===== src/rtl/uart_irq_pkg.sv =====
// Package: shared widths, register selectors and status bit positions for
// the interrupt register set. Assumes a 32-bit register bus.
package uart_irq_pkg;
    localparam int BUS_W = 32;
    localparam int SEL_W = 3;

    // Word selector taken from byte address bits [4:2]
    typedef enum logic [SEL_W-1:0] {
        SEL_ARM    = 3'd0,
        SEL_DISARM = 3'd1,
        SEL_MASK   = 3'd2,
        SEL_STAT   = 3'd3,
        SEL_CHAN   = 3'd4
    } reg_sel_e;

    // Status bit positions (fixed: shared by status, mask and channel words)
    localparam int BIT_RX_TRIG  = 0;
    localparam int BIT_RX_EMPTY = 1;
    localparam int BIT_RX_FULL  = 2;
    localparam int BIT_TX_EMPTY = 3;
    localparam int BIT_TX_FULL  = 4;
    localparam int BIT_OVERRUN  = 5;
    localparam int BIT_FRAMING  = 6;
    localparam int BIT_PARITY   = 7;
    localparam int BIT_TIMEOUT  = 8;
endpackage


===== src/rtl/uart_irq_mask_reg.sv =====
// Module: mask register changed only through set and clear strobes.
// Assumes set_we and clr_we are never high in the same cycle.
module uart_irq_mask_reg #(
    parameter int REG_W = 13
) (
    input  logic             clk,
    input  logic             rst_n,
    input  logic             set_we,
    input  logic             clr_we,
    input  logic [REG_W-1:0] wbits,
    output logic [REG_W-1:0] mask_q
);
    // Update the mask: a set strobe ORs bits in, a clear strobe removes them
    always_ff @(posedge clk) begin
        if (!rst_n)
            mask_q <= '0;
        else if (set_we)
            mask_q <= mask_q | wbits;
        else if (clr_we)
            mask_q <= mask_q & ~wbits;
    end

    AST_SET_APPLIES: assert property (@(posedge clk) disable iff (!rst_n)
        set_we |=> ((mask_q & $past(wbits)) == $past(wbits)));
    AST_CLR_APPLIES: assert property (@(posedge clk) disable iff (!rst_n)
        clr_we |=> ((mask_q & $past(wbits)) == '0));
    AST_MASK_HOLDS: assert property (@(posedge clk) disable iff (!rst_n)
        !(set_we || clr_we) |=> $stable(mask_q));
endmodule


===== src/rtl/uart_irq_status_reg.sv =====
// Module: write-one-to-clear status register with one flop per bit.
// Assumes events are single-cycle pulses. A masked event overrides a clear.
module uart_irq_status_reg #(
    parameter int REG_W = 13
) (
    input  logic             clk,
    input  logic             rst_n,
    input  logic [REG_W-1:0] evt,
    input  logic [REG_W-1:0] mask,
    input  logic             clr_we,
    input  logic [REG_W-1:0] wbits,
    output logic [REG_W-1:0] stat_q
);
    logic [REG_W-1:0] set_vec;
    logic [REG_W-1:0] clr_vec;

    // Form per-bit set and clear requests
    always_comb begin
        set_vec = evt & mask;
        clr_vec = clr_we ? wbits : '0;
    end

    for (genvar i = 0; i < REG_W; i++) begin : g_bit
        // One status flop: set wins over clear
        always_ff @(posedge clk) begin
            if (!rst_n)
                stat_q[i] <= 1'b0;
            else if (set_vec[i])
                stat_q[i] <= 1'b1;
            else if (clr_vec[i])
                stat_q[i] <= 1'b0;
        end
    end

    AST_ONLY_MASKED_SETS: assert property (@(posedge clk) disable iff (!rst_n)
        1'b1 |=> ((stat_q & ~$past(stat_q) & ~$past(evt & mask)) == '0));
    AST_EVENT_WINS: assert property (@(posedge clk) disable iff (!rst_n)
        1'b1 |=> ((stat_q & $past(evt & mask)) == $past(evt & mask)));
    AST_W1C_CLEARS: assert property (@(posedge clk) disable iff (!rst_n)
        clr_we |=> ((stat_q & $past(wbits) & ~$past(evt & mask)) == '0));
endmodule


===== src/rtl/uart_irq_read_mux.sv =====
// Module: registered read-data selector. Assumes sel and hit are decoded
// from the same address that accompanies rd_en.
module uart_irq_read_mux
    import uart_irq_pkg::*;
#(
    parameter int REG_W = 13
) (
    input  logic             clk,
    input  logic             rst_n,
    input  logic             rd_en,
    input  logic             hit,
    input  reg_sel_e         sel,
    input  logic [REG_W-1:0] mask,
    input  logic [REG_W-1:0] stat,
    input  logic [REG_W-1:0] chan,
    output logic [BUS_W-1:0] rdata
);
    localparam int PAD_W = BUS_W - REG_W;

    logic [REG_W-1:0] pick;

    // Choose the word addressed by the current read
    always_comb begin
        pick = '0;
        if (hit) begin
            case (sel)
                SEL_MASK: pick = mask;
                SEL_STAT: pick = stat;
                SEL_CHAN: pick = chan;
                default:  pick = '0;
            endcase
        end
    end

    // Capture read data one cycle after the read strobe
    always_ff @(posedge clk) begin
        if (!rst_n)
            rdata <= '0;
        else if (rd_en)
            rdata <= {{PAD_W{1'b0}}, pick};
    end

    AST_WO_READ_ZERO: assert property (@(posedge clk) disable iff (!rst_n)
        (rd_en && hit && (sel == SEL_ARM || sel == SEL_DISARM)) |=> (rdata == '0));
    AST_UPPER_ZERO: assert property (@(posedge clk) disable iff (!rst_n)
        rdata[BUS_W-1:REG_W] == '0);
endmodule


===== src/rtl/uart_irq_regs.sv =====
// Module: top of the interrupt register set. Decodes the bus and wires the
// mask, status and read paths, and drives the interrupt line.
// Assumes one access per cycle and ADDR_W greater than 5.
module uart_irq_regs
    import uart_irq_pkg::*;
#(
    parameter int ADDR_W = 8,
    parameter int REG_W  = 13
) (
    input  logic              clk,
    input  logic              rst_n,
    input  logic              wr_en_i,
    input  logic              rd_en_i,
    input  logic [ADDR_W-1:0] addr_i,
    input  logic [BUS_W-1:0]  wdata_i,
    output logic [BUS_W-1:0]  rdata_o,
    input  logic [REG_W-1:0]  evt_i,
    input  logic              rx_trig_lvl_i,
    input  logic              rx_empty_lvl_i,
    input  logic              tx_empty_lvl_i,
    input  logic              tx_full_lvl_i,
    output logic              irq_o
);
    localparam int HI_LSB = SEL_W + 2;

    logic             hit;
    reg_sel_e         sel;
    logic             arm_we, disarm_we, stat_we;
    logic [REG_W-1:0] wbits;
    logic [REG_W-1:0] mask_q;
    logic [REG_W-1:0] stat_q;
    logic [REG_W-1:0] chan;

    // Decode the byte address into a word selector and write strobes
    always_comb begin
        hit       = (addr_i[ADDR_W-1:HI_LSB] == '0);
        sel       = reg_sel_e'(addr_i[HI_LSB-1:2]);
        arm_we    = wr_en_i && hit && (sel == SEL_ARM);
        disarm_we = wr_en_i && hit && (sel == SEL_DISARM);
        stat_we   = wr_en_i && hit && (sel == SEL_STAT);
        wbits     = wdata_i[REG_W-1:0];
    end

    // Place the live FIFO levels at their status bit positions
    always_comb begin
        chan               = '0;
        chan[BIT_RX_TRIG]  = rx_trig_lvl_i;
        chan[BIT_RX_EMPTY] = rx_empty_lvl_i;
        chan[BIT_TX_EMPTY] = tx_empty_lvl_i;
        chan[BIT_TX_FULL]  = tx_full_lvl_i;
    end

    uart_irq_mask_reg #(.REG_W(REG_W)) u_mask (
        .clk    (clk),
        .rst_n  (rst_n),
        .set_we (arm_we),
        .clr_we (disarm_we),
        .wbits  (wbits),
        .mask_q (mask_q)
    );

    uart_irq_status_reg #(.REG_W(REG_W)) u_stat (
        .clk    (clk),
        .rst_n  (rst_n),
        .evt    (evt_i),
        .mask   (mask_q),
        .clr_we (stat_we),
        .wbits  (wbits),
        .stat_q (stat_q)
    );

    uart_irq_read_mux #(.REG_W(REG_W)) u_rd (
        .clk   (clk),
        .rst_n (rst_n),
        .rd_en (rd_en_i),
        .hit   (hit),
        .sel   (sel),
        .mask  (mask_q),
        .stat  (stat_q),
        .chan  (chan),
        .rdata (rdata_o)
    );

    // Raise the interrupt while any enabled status bit is pending
    always_comb irq_o = |(stat_q & mask_q);

    AST_IRQ_NEEDS_MASK: assert property (@(posedge clk) disable iff (!rst_n)
        disarm_we && (wbits == {REG_W{1'b1}}) |=> !irq_o);
    AST_RESET_QUIET: assert property (@(posedge clk)
        !rst_n |=> (!irq_o && rdata_o == '0));
endmodule


===== config.mk =====
export PLATFORM = sky130hd
export DESIGN_NAME = uart_irq_regs
export DESIGN_NICKNAME = d
export VERILOG_FILES = /design/src/rtl/uart_irq_pkg.sv /design/src/rtl/uart_irq_mask_reg.sv /design/src/rtl/uart_irq_status_reg.sv /design/src/rtl/uart_irq_read_mux.sv /design/src/rtl/uart_irq_regs.sv
export SDC_FILE = /design/constraint.sdc
export NUM_CORES = 1
export LEC_CHECK = 0
export BUFFER_PORTS_ARGS = -buffer_cell sky130_fd_sc_hd__buf_2
export CAP_MARGIN = 20
export CELL_PAD_IN_SITES_DETAIL_PLACEMENT = 1
export CELL_PAD_IN_SITES_GLOBAL_PLACEMENT = 1
export CORE_MARGIN = 8
export CORE_UTILIZATION = 32
export CTS_CLUSTER_DIAMETER = 40
export DETAILED_ROUTE_END_ITERATION = 6
export PLACE_DENSITY_LB_ADDON = 0.1
export RECOVER_POWER = 25
export SYNTH_ARGS = -nofsm -noshare
export SYNTH_HDL_FRONTEND = slang
export SYNTH_SLANG_ARGS = --single-unit

===== constraint.sdc =====
create_clock -name clk -period 1.6 [get_ports clk]
set_input_delay 0.24 -clock clk [delete_from_list [all_inputs] [get_ports clk]]
set_output_delay 0.24 -clock clk [all_outputs]
set_load 0.005 [all_outputs]

==> impl_results.md, run 1 <==
- Number of synthesized flops with an enable pin: 0
- CTS tree: done
- Clock-pin slew on the worst setup and hold paths: 0.08 ns
- Post-detailed-route DRC marker count: 0
- Vias in the first global route: ~1900
- Vias per std cell: 5.18
- Sum of negative setup slack: 0 ns
- Clock share of power: between 40% and 50%
- Most common library cells after synthesis: sky130_fd_sc_hd__dfxtp_1, sky130_fd_sc_hd__a311oi_1, sky130_fd_sc_hd__buf_4, sky130_fd_sc_hd__nand2_1
- Number of buffers added by the clock tree synthesis step: 5
- Clock root buffer: sky130_fd_sc_hd__clkbuf_8
- Area share of the leading cell type in the synthesized netlist: 40.8%
- Wire length of the first global-routing pass: 9.60 mm
- DIE AREA: 8700 um2
- CP max stage cell: sky130_fd_sc_hd__dfxtp_4
- Worst-case vdd ir drop: 0.387 mV
- Final Hold Vio Count: 0
- Clock skew: roughly 0.0062 ns
- Total power divided by cell area: between 800 and 900 nW/um2
- Critical path launch point type: register
- Period utilisation layout: between 90% and 100%
- Cell with the most instances after synthesis: sky130_fd_sc_hd__dfxtp_1
- Io pins: 94
- Number of max-slew violations in the final report: 0
- Number of register bits inferred by synthesis: 39
- Floorplan row count: 28
- Routed wire length per instance: 17.0 um
- Combined buffer and inverter count along the critical path: 1
- Setup CP Type: register to primary output
- Antenna-violating nets left: 0
- Layout overhead on the synthesized area: 26.0%
- Actual transition at the worst max-transition pin: 0.605 ns
- Post-synthesis instance area: approximately 1900 um2
- Final Routed Wirelength: approximately 5.9 mm
- Quantity of I/O buffers inserted on ports: between 50 and 60
- Dominant combinational cell family by area after synthesis: compound AO/OA/AOI/OAI gates
- Synthesis Warnings: 0
- Most common flop cell mapped by yosys: sky130_fd_sc_hd__dfxtp_1
- Starting density of the core: 32.7%
- Area leader, netlist: sky130_fd_sc_hd__dfxtp_1
- Final setup vio count: 0
- Final Worst Setup Slack: 0.00451 ns
- Data arrival time of the worst path: 1.36 ns
- Net switching power: 469 uW
- Number of distinct library cells after synthesis: 30
- Congestion Overflow GR: 0
- Worst min-delay path startpoint: wdata_i[7]
- Largest driver fanout on the critical path: 2
- Highest Clock Rate: 0.627 GHz
- Internal portion of total power: about 1.6 mW
- Total number of nets in the final design: between 300 and 400
- Antenna violations before repair: 0
- Floorplan Core Area: 5850 um2
- Cell-by-cell trace of the critical path: a222oi_1 > and3_1 > nand3_1 > buf_2
- Post-Synth Simple-Gate Area: 9.49%
- Power share of the combinational group: ~9.2%
- Antenna cell count: 0
- Unrepaired setup endpoints after global routing: true
- Slowest Stage Delay on Critical Path: approximately 0.35 ns
- Tightest slew margin relative to the limit: roughly three fifths
- Clock buffer depth: 2
- Run status: finished clean
- Worst hold slack across all endpoints: 0.168 ns
- Lkg Pwr: 0.889 nW
- Number of standard cells after synthesis: 209
- Drt initial violations: a little over 70
- DIE WIDTH: 93.3 um
- Synth Area per Inst: 9.15 um2
- Final GP Congestion: approximately 0.76
- Post-place setup slack: -0.0612 ns
- Main area contributors after synthesis: sky130_fd_sc_hd__dfxtp_1, sky130_fd_sc_hd__a311oi_1, sky130_fd_sc_hd__buf_4
- Floorplan die height: just over 90 um
- Dpl hpwl: around 4.4 mm
- Sw Share: 23.2%
- Vias: between 1500 and 2000
- Part of the Yosys area used for sequential elements: around two fifths
- Share of total power in sequential cells: ~48%
- # clock sinks: 39
- Max Cap Viol: 0
- Time the worst path needs with I/O delays and setup: 1.60 ns
- Hold crit path type: primary input to register
- XOR/XNOR Fraction of Synth Area: 0%
- Fraction of synthesized area in multiplexers: 7.07%
- Share of synthesized flip-flops with an asynchronous set or reset: 0%
- Area fraction in compound gates after synthesis: ~30%
- Number of iterations in the first detailed-routing pass: 4
- Fraction of final layout cells sized beyond drive strength 1: 28.8%
- Share of synthesized cell area in full adder, half adder and majority cells: 0%
- Number of hold buffers added after CTS: 0
- Max H-tree Level: 2
- CP top delay family: flip-flops
- Total GRT Usage: 13.6%
- Maximum number of pins on one net before global-route repair: 36
- Required time of the critical path: ~1.4 ns
- Clock latency on the worst-skew pair: 0.29 ns
- Element type at the critical path end: primary output
metal layers:
| layer | track usage (%) | vias to the layer above | share of wire, % |
|---|---|---|---|
| met5 | 0 | - | 0 |
| met3 | 4.01 | 4 | 5.9 |
| met1 | 18.3 | 863 | 49 |
| li1 | - | 900 | - |
| met2 | 20.7 | 40 | 44 |
| met4 | 3.22 | 0 | 0.76 |
cell type report:
type | count | area (um2)
repair buffers | 71 | 399
clock inverters | 2 | 35.0
well taps | 75 | 93.8
multi-input cells | 146 | 972
flip-flops and latches | 39 | 788
inverters | 10 | 37.5
fillers | 729 | 3440
clock buffers | 6 | 82.6
placed cells by master, fill, tap and decap left out, drive strengths merged, types with 2 or more instances in the layout:
cell type and instances:
a22oi 7, clkbuf 17, and3 2, inv 9, nand2 17, dfxtp 39, nor2b 2, clkinv 2
a31oi 13, a21oi 13, mux2 4, buf 60, nor2 10, o21ai 4, a311oi 26, conb 19
mux2i 9, o32a 9
power by group through the flow:
stage          sequential, mW  combinational, mW  clock (mW)
2_1_floorplan            1.00              0.110           0
3_3_place_gp             1.00              0.180           0
3_5_place_dp             1.00              0.181           0
4_1_cts                 0.976              0.183       0.878
5_1_grt                 0.977              0.204       0.913
6_report                0.977              0.185       0.859
kinds of logic (layout without fill, tap and decap cells):
family,count (synthesis),in the layout
simple gates,38,38
flops,39,39
mux,13,13
compound gates,76,76
other cells,1,19
buf+inv,42,89
stage by stage:
stage          power (mW)  cells  instance area (um2)  utilization [%]
2_1_floorplan        1.11    227                 1980                -
3_3_place_gp         1.18    338                 2260             38.7
6_report             2.02    349                 2410             41.2
3_5_place_dp         1.18    338                 2260             38.7
5_1_grt              2.09    349                 2410             41.2
4_1_cts              2.04    349                 2420             41.3
path summary, 6_finish.rpt:
kind	to	slack, ns	depth (start not counted)
worst min register to register	u_rd.rdata[4]	0.45	2
worst min-delay path	u_stat.stat_q[7]	0.17	2
worst max-delay path	irq_o	0.005	4
worst max register to register	u_rd.rdata[4]	0.45	4
what timing repair did:
item	4_1_cts	5_1_grt
pin swaps	2	0
endpoints found under the setup margin	1	1
gates resized for setup	6	1
buffers inserted	3	0
Note: power is estimated with default switching activity, not from simulation.
==> run 2: changes to the inputs <==
--- a/config.mk
+++ b/config.mk
@@ -9,12 +9,14 @@
 export CAP_MARGIN = 20
 export CELL_PAD_IN_SITES_DETAIL_PLACEMENT = 1
 export CELL_PAD_IN_SITES_GLOBAL_PLACEMENT = 1
+export CORE_ASPECT_RATIO = 1.4
 export CORE_MARGIN = 8
-export CORE_UTILIZATION = 32
+export CORE_UTILIZATION = 34
 export CTS_CLUSTER_DIAMETER = 40
 export DETAILED_ROUTE_END_ITERATION = 6
 export PLACE_DENSITY_LB_ADDON = 0.1
 export RECOVER_POWER = 25
 export SYNTH_ARGS = -nofsm -noshare
 export SYNTH_HDL_FRONTEND = slang
+export SYNTH_HIERARCHICAL = 1
 export SYNTH_SLANG_ARGS = --single-unit
==> run 2 against run 1 <==
Compared with the run above:
- largest cell class unchanged
- hold slack better by 0.10 ns
- cell count is 6.6% higher
- cell area is 4.1% higher
- worst setup slack better by 0.033 ns
- via count is 1.2% higher
- first-iteration DRC count is 28% lower
- clock power is 14% lower
- synthesized cell count is 12% higher
- routed wire length is 1.2% lower
- critical path type unchanged
==> impl_results.md, run 2 <==
- Clock skew: 0.00788 ns
- Number of distinct library cells after synthesis: 22
- # clock sinks: 39
- Area leader, netlist: sky130_fd_sc_hd__dfxtp_1
- Area share of the leading cell type in the synthesized netlist: between 30% and 40%
- Wire length of the first global-routing pass: 9.35 mm
- Layout overhead on the synthesized area: 19.4%
- R2R Setup Slk: 0.58 ns
- Share of synthesized cell area in full adder, half adder and majority cells: 0%
- Cell Count Post-Placement: 363
- Fraction of final layout cells sized beyond drive strength 1: 26.0%
- Synth Area per Inst: 8.97 um2
- Main area contributors after synthesis: sky130_fd_sc_hd__dfxtp_1, sky130_fd_sc_hd__and3_1, sky130_fd_sc_hd__a31o_1
- XOR/XNOR Fraction of Synth Area: 0%
- Hold crit path type: primary input to register
- Quantity of I/O buffers inserted on ports: 53
- Floorplan Core Area: 6080 um2
- Congestion Overflow GR: 0
- Vias in the first global route: 1927
- Time the worst path needs with I/O delays and setup: 1.56 ns
- Critical register-to-register path endpoint: u_rd/rdata[2]
- Element type at the critical path end: primary output
- Largest driver fanout on the critical path: 4
- Antenna-violating nets left: 0
- Cell with the most instances after synthesis: sky130_fd_sc_hd__and3_1
- Critical path launch point type: register
- Number of standard cells in the layout, taps in and fillers out: 372
- Most common flop cell mapped by yosys: sky130_fd_sc_hd__dfxtp_1
- Clock root buffer: sky130_fd_sc_hd__clkbuf_8
- Vias per std cell: a little under 5
- Unrepaired setup endpoints after global routing: true
- Number of register bits inferred by synthesis: 39
- Most common cell after layout, fill and taps aside: sky130_fd_sc_hd__buf_2
- Worst-case vdd ir drop: approximately 0.33 mV
- Fraction of synthesized area in multiplexers: 6.20%
- Synthesis Warnings: 6
- Sequential cell area: approximately 780 um2
- Routed wire length per instance: roughly 16 um
- Post-synthesis instance area: 2100 um2
- Max H-tree Level: 2
- Share of synthesized flip-flops with an asynchronous set or reset: 0%
- Highest Clock Rate: between 0.6 and 0.7 GHz
- Io pins: 94
- Final Worst Setup Slack: 0.0371 ns
- Run status: finished clean
- Setup CP Type: register to primary output
- Final Power: about 1.9 mW
- Lkg Pwr: between 1 and 1.5 nW
- Clock buffer depth: 2
- # fillers: between 700 and 800
- Total GRT Usage: 13.5%
- Dominant combinational cell family by area after synthesis: compound AO/OA/AOI/OAI gates
- Antenna violations before repair: 0
- Vias: 1828
- Final Routed Wirelength: 5.86 mm
- Sum of negative setup slack: 0 ns
- Starting density of the core: 34.5%
- Layer with the highest usage: met2
- Drt initial violations: 52
- Total power divided by cell area: approximately 750 nW/um2
- Met2 GRT Util: between 20% and 30%
- Most common library cells after synthesis: sky130_fd_sc_hd__and3_1, sky130_fd_sc_hd__dfxtp_1, sky130_fd_sc_hd__nand2_1, sky130_fd_sc_hd__buf_4, sky130_fd_sc_hd__a31o_1
- Top library cells by usage in the layout, fill and taps aside: sky130_fd_sc_hd__buf_2, sky130_fd_sc_hd__and3_1, sky130_fd_sc_hd__dfxtp_1
- GRT met1 Usage: 15.7%
- Number of synthesized flops with an enable pin: 0
- GR met3 Demand/Resource: under 10%
- Max Cap Viol: 0
- Maximum number of pins on one net before global-route repair: 66
- Post-Synth Simple-Gate Area: approximately 20%
- Floorplan row count: 34
- Worst min-delay path startpoint: wdata_i[0]
- Number of iterations in the first detailed-routing pass: 4
- Required time of the critical path: 1.36 ns
- Area of the multi-input gates: 1120 um2
- Data arrival time of the worst path: 1.32 ns
- Period utilisation layout: 97.7%
- Final Core Density: about two fifths
- Area fraction in compound gates after synthesis: 21.6%
- Final setup vio count: 0
- Total number of nets in the final design: 360
- Antenna cell count: 0
- Post-place setup slack: 0.0549 ns
- Number of cells on the worst reg-to-reg path: 4
- DIE WIDTH: 82.4 um
- Clock-pin slew on the worst setup and hold paths: 0.07 ns
- Number of buffers added by the clock tree synthesis step: 5
- DIE AREA: 8980 um2
- Final GP Congestion: 0.766
- Number of max-slew violations in the final report: 0
- Post-detailed-route DRC marker count: 0
- Clock latency on the worst-skew pair: 0.29 ns
- CTS tree: done
- Number of cells traversed by the worst hold path: 3
- Dpl hpwl: roughly 4.3 mm
- Final Hold Vio Count: 0
- Floorplan die height: ~110 um
- Part of the Yosys area used for sequential elements: 37.2%
- Number of standard cells after synthesis: 234
run 2: cell types whose count changed in the layout (fill, tap and decap cells not counted), moves of 13 or more:
| cell | previous run | this run |
|---|---|---|
| sky130_fd_sc_hd__and3_1 | 2 | 39 |
| sky130_fd_sc_hd__a311oi_1 | 26 | 0 |
| sky130_fd_sc_hd__a31o_1 | 0 | 20 |
| sky130_fd_sc_hd__o22ai_1 | 0 | 13 |
| sky130_fd_sc_hd__o21a_1 | 0 | 13 |
| sky130_fd_sc_hd__a31oi_1 | 13 | 0 |
| sky130_fd_sc_hd__a21oi_1 | 13 | 0 |
run 2: cell families after synthesis:
family / after synthesis
other: 2
AND/OR/NAND/NOR: 74
flip-flops: 39
buffers and inverters: 48
AO/OA/AOI/OAI: 58
multiplexers: 13
run 2: timing repair:
action | CTS | global route
gates resized for setup | 3 | 1
hold buffers | 0 | 0
pin swaps | 2 | 2
endpoints found under the setup margin | 1 | 1
setup buffers | 1 | 0
run 2: worst max-delay path by stage:
stage                        to  cells past startpoint       from  slack, ns
2_1_floorplan          register                      6  addr_i[6]       0.15
3_3_place_gp           register                      7  addr_i[6]       0.07
3_5_place_dp   u_stat/stat_q[6]                      7  addr_i[6]       0.05
4_1_cts                   irq_o                      4   register       0.01
5_1_grt                   irq_o                      3   register      -0.05
6_report                  irq_o                      3   register       0.04
run 2: power breakdown:
| part | switching, mW | internal, mW |
|---|---|---|
| logic | 0.0907 | 0.0627 |
| clock network | 0.346 | 0.394 |
| registers | 0.00239 | 0.973 |
| total | 0.439 | 1.43 |
run 2: critical path, cell delays in order, from the launching register on:
cell	delay (ns)
sky130_fd_sc_hd__dfxtp_2	0.34
sky130_fd_sc_hd__a222oi_1	0.37
sky130_fd_sc_hd__nand4_1	0.17
sky130_fd_sc_hd__buf_2	0.16
run 2: routing by layer:
metal | up-vias | routed length (um) | share of wire, %
li1 | 927 | - | -
met1 | 854 | 2570 | 44
met2 | 42 | 2910 | 50
met3 | 5 | 315 | 5.4
met4 | 0 | 68 | 1.2
met5 | - | 0 | 0
run 2: cell type report:
class                           count  share of cell area, %
Clock buffer                        8                   3.99
Inverter                           15                   2.25
Multi-Input combinational cell    173                   44.7
Sequential cell                    39                   31.2
Tap cell                           72                   3.59
Timing Repair Buffer               65                   14.3
run 2: stage by stage:
step           hold WS [ns]  cell area [um2]
6_report              0.269             2510
5_1_grt               0.259             2510
4_1_cts               0.255             2520
3_5_place_dp          0.497             2400
3_3_place_gp          0.484             2400
2_1_floorplan         0.358             2200
